`src/rtl/rfc_pkg.sv`:
```
package rfc_pkg;
  localparam int unsigned NPORT = 4;
  typedef logic [NPORT-1:0] port_vec_t;
endpackage

```
`src/rtl/rfc_exit_timer.sv`:
```
module rfc_exit_timer #(
  parameter int unsigned NODE_CNT = 16,
  localparam int unsigned NN = NODE_CNT * NODE_CNT,
  localparam int unsigned CW = (NN > 1) ? $clog2(NN) : 1
) (
  input  logic clk_i,
  input  logic rst_ni,
  input  logic start_i,
  output logic active_o,
  output logic last_o
);
  logic [CW-1:0] cnt_q;
  logic          act_q;

  assign active_o = act_q;
  assign last_o   = act_q && (cnt_q == CW'(NN - 1));

  always_ff @(posedge clk_i or negedge rst_ni) begin
    if (!rst_ni) begin
      act_q <= 1'b0;
      cnt_q <= '0;
    end else if (start_i) begin
      act_q <= 1'b1;
      cnt_q <= '0;
    end else if (act_q) begin
      if (last_o) begin
        act_q <= 1'b0;
        cnt_q <= '0;
      end else begin
        cnt_q <= cnt_q + 1'b1;
      end
    end
  end
endmodule

```
`src/rtl/rfc_fwd_sel.sv`:
```
module rfc_fwd_sel
  import rfc_pkg::*;
(
  input  port_vec_t rx_i,
  input  port_vec_t alive_i,
  input  port_vec_t up_i,
  input  logic      root_phase_i,
  output port_vec_t fwd_o
);
  port_vec_t base;
  logic      any_down;

  assign base     = alive_i & ~rx_i;
  assign any_down = |(rx_i & ~up_i);
  // arrival on up ports only: send down only, so no down->up turn
  assign fwd_o    = (root_phase_i || any_down) ? base : (base & ~up_i);
endmodule

```
`src/rtl/rfc_port_dir.sv`:
```
module rfc_port_dir
  import rfc_pkg::*;
#(
  parameter int unsigned ID_W = 4
) (
  input  logic                  clk_i,
  input  logic                  rst_ni,
  input  logic                  tag_en_i,
  input  port_vec_t             snd_i,
  input  port_vec_t             rx_i,
  input  port_vec_t             cross_i,
  input  logic [ID_W-1:0]       node_id_i,
  input  logic [NPORT*ID_W-1:0] nbr_id_i,
  output port_vec_t             up_o
);
  for (genvar p = 0; p < NPORT; p++) begin : g_port
    logic up_q;
    logic id_gt;

    assign id_gt   = node_id_i > nbr_id_i[p*ID_W +: ID_W];
    assign up_o[p] = up_q;

    always_ff @(posedge clk_i or negedge rst_ni) begin
      if (!rst_ni) begin
        up_q <= 1'b0;
      end else if (tag_en_i) begin
        if (rx_i[p])       up_q <= 1'b1;
        else if (snd_i[p]) up_q <= cross_i[p] & id_gt;
      end
    end
  end
endmodule

```
`src/rtl/rfc_flag_ctrl.sv`:
```
module rfc_flag_ctrl
  import rfc_pkg::*;
#(
  parameter int unsigned NODE_CNT = 16,
  localparam int unsigned ID_W = (NODE_CNT > 1) ? $clog2(NODE_CNT) : 1
) (
  input  logic                  clk_i,
  input  logic                  rst_ni,
  input  logic [ID_W-1:0]       node_id_i,
  input  logic [4*ID_W-1:0]     nbr_id_i,
  input  logic [3:0]            link_ok_i,
  input  logic                  slot_start_i,
  input  logic                  own_slot_i,
  input  logic                  root_req_i,
  input  logic [3:0]            flag_i,
  output logic [3:0]            flag_o,
  output logic                  recovering_o,
  output logic                  rt_clear_o,
  output logic [3:0]            port_up_o,
  output logic [3:0]            rx_mask_o,
  output logic                  rx_valid_o
);
  port_vec_t rx_raw, up_q, fwd_q, fwd_n, flag_d, rx_mask_q, rx_acc;
  logic      seen_q, first_q, rx_valid_q, rt_clear_q;
  logic      rec, last, src_go, root_go, seen_eff, accept, enter, first_eff;

  assign rx_raw    = flag_i & link_ok_i;
  assign src_go    = slot_start_i & own_slot_i & (rec | root_req_i);
  assign root_go   = src_go & ~rec;
  assign seen_eff  = seen_q & ~slot_start_i;
  assign accept    = (|rx_raw) & ~seen_eff & ~src_go & ~last;
  assign enter     = root_go | (accept & ~rec);
  assign first_eff = (first_q & ~slot_start_i) | enter;
  assign rx_acc    = accept ? rx_raw : '0;
  assign flag_d    = (fwd_q | {NPORT{src_go}}) & link_ok_i;

  rfc_exit_timer #(.NODE_CNT(NODE_CNT)) u_timer (
    .clk_i    (clk_i),
    .rst_ni   (rst_ni),
    .start_i  (enter),
    .active_o (rec),
    .last_o   (last)
  );

  rfc_fwd_sel u_fwd (
    .rx_i         (rx_raw),
    .alive_i      (link_ok_i),
    .up_i         (up_q),
    .root_phase_i (first_eff),
    .fwd_o        (fwd_n)
  );

  rfc_port_dir #(.ID_W(ID_W)) u_dir (
    .clk_i     (clk_i),
    .rst_ni    (rst_ni),
    .tag_en_i  (first_eff),
    .snd_i     (flag_d),
    .rx_i      (rx_acc),
    .cross_i   (rx_raw),
    .node_id_i (node_id_i),
    .nbr_id_i  (nbr_id_i),
    .up_o      (up_q)
  );

  always_ff @(posedge clk_i or negedge rst_ni) begin
    if (!rst_ni) begin
      seen_q     <= 1'b0;
      first_q    <= 1'b0;
      fwd_q      <= '0;
      rx_mask_q  <= '0;
      rx_valid_q <= 1'b0;
      rt_clear_q <= 1'b0;
    end else begin
      seen_q     <= last ? 1'b0 : (seen_eff | src_go | accept);
      first_q    <= last ? 1'b0 : first_eff;
      fwd_q      <= accept ? fwd_n : '0;
      rx_mask_q  <= rx_acc;
      rx_valid_q <= accept;
      rt_clear_q <= enter;
    end
  end

  assign flag_o       = flag_d;
  assign recovering_o = rec;
  assign rt_clear_o   = rt_clear_q;
  assign port_up_o    = up_q;
  assign rx_mask_o    = rx_mask_q;
  assign rx_valid_o   = rx_valid_q;
endmodule

```
`config.mk`:
```
export PLATFORM = sky130hd
export DESIGN_NAME = rfc_flag_ctrl
export DESIGN_NICKNAME = d
export VERILOG_FILES = /design/src/rtl/rfc_pkg.sv /design/src/rtl/rfc_exit_timer.sv /design/src/rtl/rfc_fwd_sel.sv /design/src/rtl/rfc_port_dir.sv /design/src/rtl/rfc_flag_ctrl.sv
export SDC_FILE = /design/constraint.sdc
export NUM_CORES = 1
export LEC_CHECK = 0
export ABC_AREA = 0
export BUFFER_PORTS_ARGS = -buffer_cell sky130_fd_sc_hd__buf_4
export CORE_ASPECT_RATIO = 1.4
export CORE_UTILIZATION = 47
export CTS_CLUSTER_DIAMETER = 120
export CTS_CLUSTER_SIZE = 8
export DETAILED_ROUTE_END_ITERATION = 8
export HOLD_SLACK_MARGIN = 0.06
export MAX_ROUTING_LAYER = met4
export PLACE_DENSITY_LB_ADDON = 0.2
export SLEW_MARGIN = 25
export SYNTH_ARGS = -nofsm -noshare
export SYNTH_HDL_FRONTEND = slang
export SYNTH_HIERARCHICAL = 1
export SYNTH_SLANG_ARGS = --single-unit
```
`constraint.sdc`:
```
create_clock -name clk_i -period 2.41 [get_ports clk_i]
set_input_delay 0.482 -clock clk_i [delete_from_list [all_inputs] [get_ports clk_i]]
set_output_delay 0.482 -clock clk_i [all_outputs]
set_load 0.02 [all_outputs]
```
==> results of run 1 <==
worst max-delay path: stages (launching register included):
cell       delay [ns]
dfrtp_1          0.53
nand3_2          0.19
nor3_2           0.32
a2111oi_4        0.09
or2_4            0.31
buf_4            0.17
o2111ai_1        0.07
a21oi_1          0.06
a221o_1          0.25
power breakdown:
| group | internal (mW) | switching [mW] | total, mW |
|---|---|---|---|
| registers | 0.541 | 0.133 | 0.675 |
| logic | 0.353 | 0.357 | 0.710 |
| clock network | 0.118 | 0.131 | 0.250 |
| total | 1.01 | 0.622 | 1.63 |
state kept, by name, indices dropped and copies added (netlist names):
register	flops
rx_mask_o	4
u_dir/g_port.up_q	4
rt_clear_o	1
u_timer/cnt_q	8
seen_q	1
rx_valid_o	1
first_q	1
fwd_q	4
u_timer/active_o	1
metal layers:
layer	part of all wire	vias to the layer above	track usage
li1	-	760	-
met1	0.39	718	0.214
met2	0.57	31	0.397
met3	0.019	7	0.0202
met4	0.018	0	0.0826
met5	0	-	-
path summary, 6_finish.rpt:
check                                            startpoint                                to  slack, ns
hold reg to reg            u_dir/g_port[2].up_q$_DFFE_PN0P_  u_dir/g_port[2].up_q$_DFFE_PN0P_       0.58
min in group clk_i                                flag_i[2]            rx_mask_o[2]$_DFF_PN0_       0.50
setup / recovery                 u_timer/active_o$_DFF_PN0_  u_dir/g_port[3].up_q$_DFFE_PN0P_       0.29
max in group asynchronous                            rst_ni      u_timer/cnt_q[7]$_DFFE_PN0P_       2.07
hold / removal                                       rst_ni                  seen_q$_DFF_PN0_        0.1
setup reg to reg                 u_timer/active_o$_DFF_PN0_  u_dir/g_port[3].up_q$_DFFE_PN0P_       0.29
synthesized netlist by cell type (6+ instances only):
library cell  count
dfrtp_1          25
inv_1            23
ha_1             17
a21oi_1          13
nand2_1          12
nor2_1            7
buf_4             6
nand2b_1          6
nand4_1           6
timing repair:
action | 4_1_cts | 5_1_grt
endpoints found under the setup margin | 0 | 6
setup buffers | 0 | 0
gates resized for setup | 0 | 2
layout make-up:
type,count,area [sq um],area share
clock buffers,4,45.0,0.0199
inverters,23,86.3,0.0381
multi-input cells,127,1050,0.464
flip-flops and latches,25,626,0.276
well taps,42,52.6,0.0232
repair buffers,54,405,0.179
kinds of logic (layout without fill, tap and decap cells):
group,after synthesis,after routing
flip-flops,25,25
AND/OR/NAND/NOR,56,56
XOR/XNOR,2,2
AO/OA/AOI/OAI,52,52
buffers and inverters,30,81
adder cells (fa/ha/maj),17,17
cells in the final DEF (no fill, tap or decap), types with 2 or more instances in the layout:
master	instances
buf_4	54
dfrtp_1	25
inv_1	23
ha_1	17
a21oi_1	13
nand2_1	12
nor2_1	7
nand4_1	6
nand2b_1	6
and2_1	4
o21a_1	4
nor2b_4	4
o211ai_2	4
o2111ai_1	4
a221o_1	4
a311oi_1	4
o21ai_0	4
o211ai_1	3
clkbuf_8	3
nor2b_1	2
a2111oi_4	2
a31oi_1	2
and3b_1	2
nand3_2	2
nand3_1	2
or3_1	2
xor2_1	2
metrics by stage:
step,total power [mW],area [sq um]
5_1_grt,1.73,2260
6_report,1.63,2260
4_1_cts,1.63,2250
3_5_place_dp,1.38,2200
2_1_floorplan,1.17,1800
3_3_place_gp,1.37,2200
==> impl_metrics.json, run 1 <==
{
  "outcome": "complete, no violations",
  "stdcell_count": 275,
  "io_pins": 48,
  "hold_violations": 0,
  "crit_type": "register to register",
  "drc_errors": 0,
  "grt_usage": 0.211,
  "hold_buffers": 0,
  "worstPathArrival_ns": 2.28,
  "dp.cells": 271,
  "numCtsBuffers": 3,
  "synth.area.top_cells": "dfrtp_1, ha_1, inv_1, a21oi_1, nor2b_4",
  "cp-start-kind": "register",
  "fin_crit_sh": 0.882,
  "p_leak_nw": 1.10,
  "synth_top_family_by_area": "compound AO/OA/AOI/OAI gates",
  "clk_pin_slew_ns": 0.09,
  "grt_pass1_vias": 1443,
  "relSlewSlack": 0.516,
  "synth_edf_count": 0,
  "holdWs_ns": 0.0976,
  "via_per_inst": 5.51,
  "drt_iter0_drc": 18,
  "initial_utilization": 0.491,
  "synth_area_per_cell_sq_um": 9.84,
  "fin_util": 0.622,
  "cts.sinks": 25,
  "dr_total_vias": 1516,
  "worstHoldPathType": "input pin to asynchronous set/reset pin",
  "synth_seq_cells": 25,
  "ir_drop_mv": 0.500,
  "fin_worst_skew_ns": 0.00650,
  "drive_gt1_frac": 0.330,
  "synth-simple-area-share": 0.201,
  "maxCapViolations": 0,
  "synth-compound-area-share": 0.246,
  "cts_root_buf": "clkbuf_8",
  "synthFlopType": "dfrtp_1",
  "grt_pass1_wl_microns": 6080,
  "cts_tree": "done",
  "rsz0062_at_grt": "no",
  "slew_viol_final": 0,
  "synth-seq-area-share": 0.349,
  "antenna_found_initial": 0,
  "dp_hpwl_microns": 3180,
  "firstDrtPassIters": 4,
  "place.gp.congestion": 0.801,
  "cts_htree_levels": 1,
  "synthesis.nets": 232,
  "grt_max_degree": 26,
  "cp.required_ns": 2.57,
  "cellPowerDensity_nw_per_um2": 722,
  "reg2regPathDepth": 8,
  "tns_ns": 0,
  "worstMarginPinSlew_ns": 0.725,
  "die_area_sq_um": 4060,
  "grt-ovfl-total": 0,
  "die_w_microns": 54.2,
  "synth.distinct_cells": 43,
  "endpoint_kind": "register",
  "n_fill_cell": 334,
  "cp_max_fo": 9,
  "period_minus_slack_ns": 2.12,
  "syn_area_sq_um": 1790,
  "wl_per_cell_microns": 14.1,
  "clk_latency_ns": 0.27,
  "dp_slack_ns": 0.174,
  "synth_top_area_frac": 0.349,
  "core_area_sq_um": 3640,
  "syn_inst": 182,
  "synthMuxAreaShare": 0,
  "ant_nets": 0,
  "yosysTopAreaCell": "dfrtp_1",
  "ys_async_sr_fraction": 1.00,
  "yosys_warnings": 6,
  "clockBufferDepth": 2,
  "rows": 26,
  "numPortBuffers": 47,
  "nets": 284,
  "yosys.area_share.xor_xnor": 0.00978,
  "n_antenna_cell": 0,
  "setup-violations-final": 0,
  "synthAdderAreaFrac": 0.119,
  "dieHeight_microns": 75.0,
  "max_freq_mhz": 471,
  "area_delta_synth_final_pct": 26.5,
  "finalWorstSetupSlack_ns": 0.285,
  "drt_wl_total_microns": 3870
}
No activity file was read; power rests on OpenSTA's default activity.
==> inputs of run 2 (changes only) <==
Settings changed: RECOVER_POWER from default to 50.
==> run 2 against run 1 <==
Against the previous run: sequential share of layout area up 0.37 points; setup slack worse by 0.0029 ns; maximum frequency down 0.14%; final cell count unchanged; via count up 0.66%; worst hold slack better by 0.39 ns; combinational power down 2%; critical path depth unchanged; total power down 0.80%; utilization down 0.82 points.
==> impl_metrics.json, run 2 (synthesis results as in run 1) <==
{
  "outcome": "complete, no violations",
  "cts_tree": "done",
  "period_minus_slack_ns": 2.13,
  "numCtsBuffers": 3,
  "nets": 284,
  "cellPowerDensity_nw_per_um2": 725,
  "stdcell_count": 275,
  "grt_max_degree": 26,
  "antenna_found_initial": 0,
  "ant_nets": 0,
  "cp-start-kind": "register",
  "post-cts-setup-buffers": 0,
  "clk_pin_slew_ns": 0.09,
  "dr_total_vias": 1526,
  "drive_gt1_frac": 0.296,
  "crit_type": "register to register",
  "core_area_sq_um": 3640,
  "endpoint_kind": "register",
  "dp_hpwl_microns": 3180,
  "clk_latency_ns": 0.27,
  "worstMarginPinSlew_ns": 1.32,
  "dieHeight_microns": 75.0,
  "grt_pass1_vias": 1443,
  "layout_commonest_cell": "buf_4",
  "io_pins": 48,
  "rows": 26,
  "top_register": "u_timer/cnt_q",
  "cts_root_buf": "clkbuf_8",
  "hold_buffers": 0,
  "relSlewSlack": 0.123,
  "reg2regPathDepth": 8,
  "maxCapViolations": 0,
  "crit_slowest_cell": "dfrtp_1",
  "largest_reg_flops": 8,
  "max_freq_mhz": 470,
  "initial_utilization": 0.491,
  "place.gp.congestion": 0.801,
  "drt_iter0_drc": 19,
  "grt_pass1_wl_microns": 6080,
  "n_antenna_cell": 0,
  "cts.sinks": 25,
  "drc_errors": 0,
  "cp.required_ns": 2.57,
  "area_delta_synth_final_pct": 24.8,
  "worstPathArrival_ns": 2.29,
  "clockBufferDepth": 2,
  "p_leak_nw": 1.07,
  "wl_per_cell_microns": 14.1,
  "rr_startpoint": "u_timer/active_o$_DFF_PN0_",
  "hold_violations": 0,
  "fin_worst_skew_ns": 0.00647,
  "path_cells": "nand3_2 > nor3_2 > a2111oi_4 > or2_4 > buf_4 > o2111ai_1 > a21oi_1 > a221o_1",
  "firstDrtPassIters": 4,
  "grt-ovfl-total": 0,
  "reg2reg_slack_ns": 0.28,
  "numPortBuffers": 47,
  "dp.cells": 271,
  "die_area_sq_um": 4060,
  "setup-violations-final": 0,
  "grt_usage": 0.211,
  "via_per_inst": 5.55,
  "fin_crit_sh": 0.883,
  "slew_viol_final": 0,
  "worstHoldPathType": "input pin to asynchronous set/reset pin",
  "cp_max_fo": 9,
  "rsz0062_at_grt": "no",
  "tns_ns": 0,
  "drt_wl_total_microns": 3880,
  "die_w_microns": 54.2,
  "cts_htree_levels": 1,
  "mostFrequentLayoutCells": "buf_4, dfrtp_1, inv_1",
  "slowest_delay_ns": 0.53,
  "worstReg2RegEnd": "u_dir/g_port[3].up_q$_DFFE_PN0P_",
  "power.total_mw": 1.62,
  "ir_drop_mv": 0.499
}
[run 2: cell types whose count changed in the layout (fill, tap and decap cells not counted), sizes merged]
cell    change
clkbuf      +8
buf         -8
[run 2: per-layer routing]
layer,global-route usage,vias up,part of all wire
li1,-,760,-
met1,0.214,723,0.39
met2,0.397,36,0.57
met3,0.0202,7,0.021
met4,0.0826,0,0.018
met5,-,-,0
[run 2: per-stage QoR]
step                      utilization  hold slack, ns  setup WS (ns)  instance area, sq um
after floorplan                     -           0.186          0.124                  1800
after global placement          0.605           0.405          0.282                  2200
after detailed placement        0.605           0.403          0.174                  2200
after CTS                       0.617           0.108          0.105                  2250
after global routing            0.613           0.513          0.122                  2230
final                           0.613           0.483          0.282                  2230
[run 2: timing repair]
item,4_1_cts,5_1_grt
gates resized for setup,0,2
endpoints found under the setup margin,0,6
hold endpoints to repair,0,0
[run 2: report_power, final]
part,total [mW],internal [mW],leakage [nW],switching (mW)
logic,0.697,0.340,0.729,0.357
registers,0.674,0.541,0.316,0.133
clock network,0.250,0.118,0.0228,0.131
[run 2: critical path, delay by kind of cell (launching register included)]
kind | cells | cell delay (ns)
simple gates | 3 | 0.83
buf+inv | 1 | 0.17
flops | 1 | 0.53
compound gates | 4 | 0.47
[run 2: worst max-delay path by stage]
stage | to | from | cells after the start
floorplan | u_dir/g_port[2].up_q$_DFFE_PN0P_ | u_timer/active_o$_DFF_PN0_ | 9
global placement | fwd_q[3]$_DFF_PN0_ | u_timer/cnt_q[1]$_DFFE_PN0P_ | 8
detailed placement | fwd_q[0]$_DFF_PN0_ | u_timer/cnt_q[1]$_DFFE_PN0P_ | 8
CTS | fwd_q[0]$_DFF_PN0_ | u_timer/cnt_q[1]$_DFFE_PN0P_ | 8
global route | fwd_q[0]$_DFF_PN0_ | u_timer/cnt_q[1]$_DFFE_PN0P_ | 8
finish | u_dir/g_port[3].up_q$_DFFE_PN0P_ | u_timer/active_o$_DFF_PN0_ | 8
[run 2: layout make-up]
class / count / area, sq um
well taps: 42 / 52.6
fillers: 345 / 1410
clock buffers: 4 / 45.0
multi-input cells: 127 / 1050
repair buffers: 54 / 375
inverters: 23 / 86.3
flip-flops and latches: 25 / 626
==> inputs of run 3 (changes only) <==
Settings changed: CELL_PAD_IN_SITES_DETAIL_PLACEMENT from default to 0, CELL_PAD_IN_SITES_GLOBAL_PLACEMENT from default to 2, CORE_UTILIZATION 47 to 29.
==> run 3 against run 2 <==
Against the previous run: register-to-register slack got worse by 0.02 ns; global-route usage shrank 6.2 points; maximum frequency is 0.76% lower; first-iteration DRC count grew to 2.6 times the previous value; combinational power increased by 3.9%; largest power group unchanged.
==> impl_metrics.json, run 3 (synthesis results as in run 1) <==
{
  "grt_usage": 0.150,
  "grt.busiest_layer": "met2",
  "clk_latency_ns": 0.27,
  "grtUsageMet1": 0.177,
  "tns_ns": 0,
  "cp-start-kind": "register",
  "rows": 33,
  "power.total_mw": 1.65,
  "die_w_microns": 68.4,
  "period_minus_slack_ns": 2.14,
  "dp.cells": 301,
  "grt-ovfl-total": 0,
  "drt_wl_total_microns": 4340,
  "met3_usage": 0.0169,
  "worstMarginPinSlew_ns": 1.40,
  "drive_gt1_frac": 0.302,
  "finalWorstSetupSlack_ns": 0.266,
  "n_antenna_cell": 0,
  "initial_utilization": 0.303,
  "numCtsBuffers": 3,
  "use_met2": 0.249,
  "top_register": "u_timer/cnt_q",
  "stdcell_count": 305,
  "io_pins": 48,
  "maxCapViolations": 0,
  "hold_buffers": 0,
  "nets": 286,
  "grt_pass1_vias": 1458,
  "layout_commonest_cell": "buf_4",
  "p_leak_nw": 1.08,
  "core_area_sq_um": 5900,
  "worstPathArrival_ns": 2.31,
  "cts_tree": "done",
  "numPortBuffers": 47,
  "outcome": "complete, no violations",
  "postCtsResizedCells": 0,
  "cts_root_buf": "clkbuf_8",
  "dp_slack_ns": 0.267,
  "fin_worst_skew_ns": 0.00259,
  "relSlewSlack": 0.0680,
  "clockBufferDepth": 2,
  "dieHeight_microns": 95.0,
  "max_freq_mhz": 466,
  "mostFrequentLayoutCells": "buf_4, dfrtp_1, inv_1",
  "ant_nets": 0,
  "post-cts-setup-buffers": 0,
  "cp.required_ns": 2.58,
  "setup-violations-final": 0,
  "cellPowerDensity_nw_per_um2": 725,
  "cts.sinks": 25,
  "dr_total_vias": 1499,
  "dp_hpwl_microns": 3570,
  "worstHoldPathType": "input pin to register",
  "fin_util": 0.385,
  "hold_violations": 0,
  "via_per_inst": 4.91,
  "drc_errors": 0,
  "cp_max_fo": 6,
  "fin_crit_sh": 0.890,
  "clk_pin_slew_ns": 0.09,
  "slew_viol_final": 0,
  "grt_max_degree": 26,
  "grt_pass1_wl_microns": 6950,
  "crit_type": "register to register",
  "drt_iter0_drc": 50,
  "die_area_sq_um": 6500,
  "ir_drop_mv": 0.222,
  "firstDrtPassIters": 4,
  "cts_htree_levels": 1,
  "endpoint_kind": "register",
  "place.gp.congestion": 0.765,
  "rsz0062_at_grt": "no",
  "largest_reg_flops": 8,
  "area_delta_synth_final_pct": 26.8,
  "wl_per_cell_microns": 14.2,
  "antenna_found_initial": 0
}
## run 3: changes by cell type in the layout (fill, tap and decap cells not counted)
cell	delta
a2111oi_2	+1
or2_1	+1
clkbuf_1	-1
clkinv_2	+1
or2_4	-1
buf_4	+2
a2111oi_4	-1
## run 3: metrics by stage
stage | hold slack (ns) | cell area, sq um
floorplan | 0.186 | 1800
global placement | 0.413 | 2250
detailed placement | 0.413 | 2250
CTS | 0.107 | 2300
global route | 0.512 | 2270
finish | 0.504 | 2270
## run 3: final timing paths
path	from	endpoint	slack (ns)	cells past startpoint
max	u_timer/cnt_q[1]$_DFFE_PN0P_	u_dir/g_port[1].up_q$_DFFE_PN0P_	0.27	9
min	flag_i[2]	rx_mask_o[2]$_DFF_PN0_	0.50	3
max reg2reg	u_timer/cnt_q[1]$_DFFE_PN0P_	u_dir/g_port[1].up_q$_DFFE_PN0P_	0.27	9
min reg2reg	u_timer/cnt_q[6]$_DFFE_PN0P_	u_timer/cnt_q[6]$_DFFE_PN0P_	0.58	2
max in group asynchronous	rst_ni	u_timer/active_o$_DFF_PN0_	1.08	1
min in group asynchronous	rst_ni	u_timer/cnt_q[3]$_DFFE_PN0P_	0.51	1
## run 3: where the power goes
part           internal [mW]  switching [mW]  total (mW)
registers              0.541           0.120       0.662
logic                  0.347           0.377       0.724
clock network          0.116           0.144       0.260
## run 3: cell type report
| type | instances | area, sq um |
|---|---|---|
| Fill cell | 639 | 3630 |
| Multi-Input combinational cell | 127 | 1030 |
| Timing Repair Buffer | 56 | 390 |
| Tap cell | 70 | 87.6 |
| Sequential cell | 25 | 626 |
| Inverter | 23 | 86.3 |
| Clock buffer | 3 | 41.3 |
| Clock inverter | 1 | 5.00 |
## run 3: routing by layer
layer	part of all wire	up-vias
li1	-	765
met1	0.43	691
met2	0.53	37
met3	0.033	6
met4	0.015	0
met5	0	-
## run 3: worst max-delay path: stages, from the launching register on
cell,delay (ns)
dfrtp_1,0.43
ha_1,0.27
nand2_1,0.08
nor3_2,0.27
a2111oi_2,0.10
or2_1,0.30
buf_4,0.17
o2111ai_1,0.10
a21oi_1,0.07
a221o_1,0.25
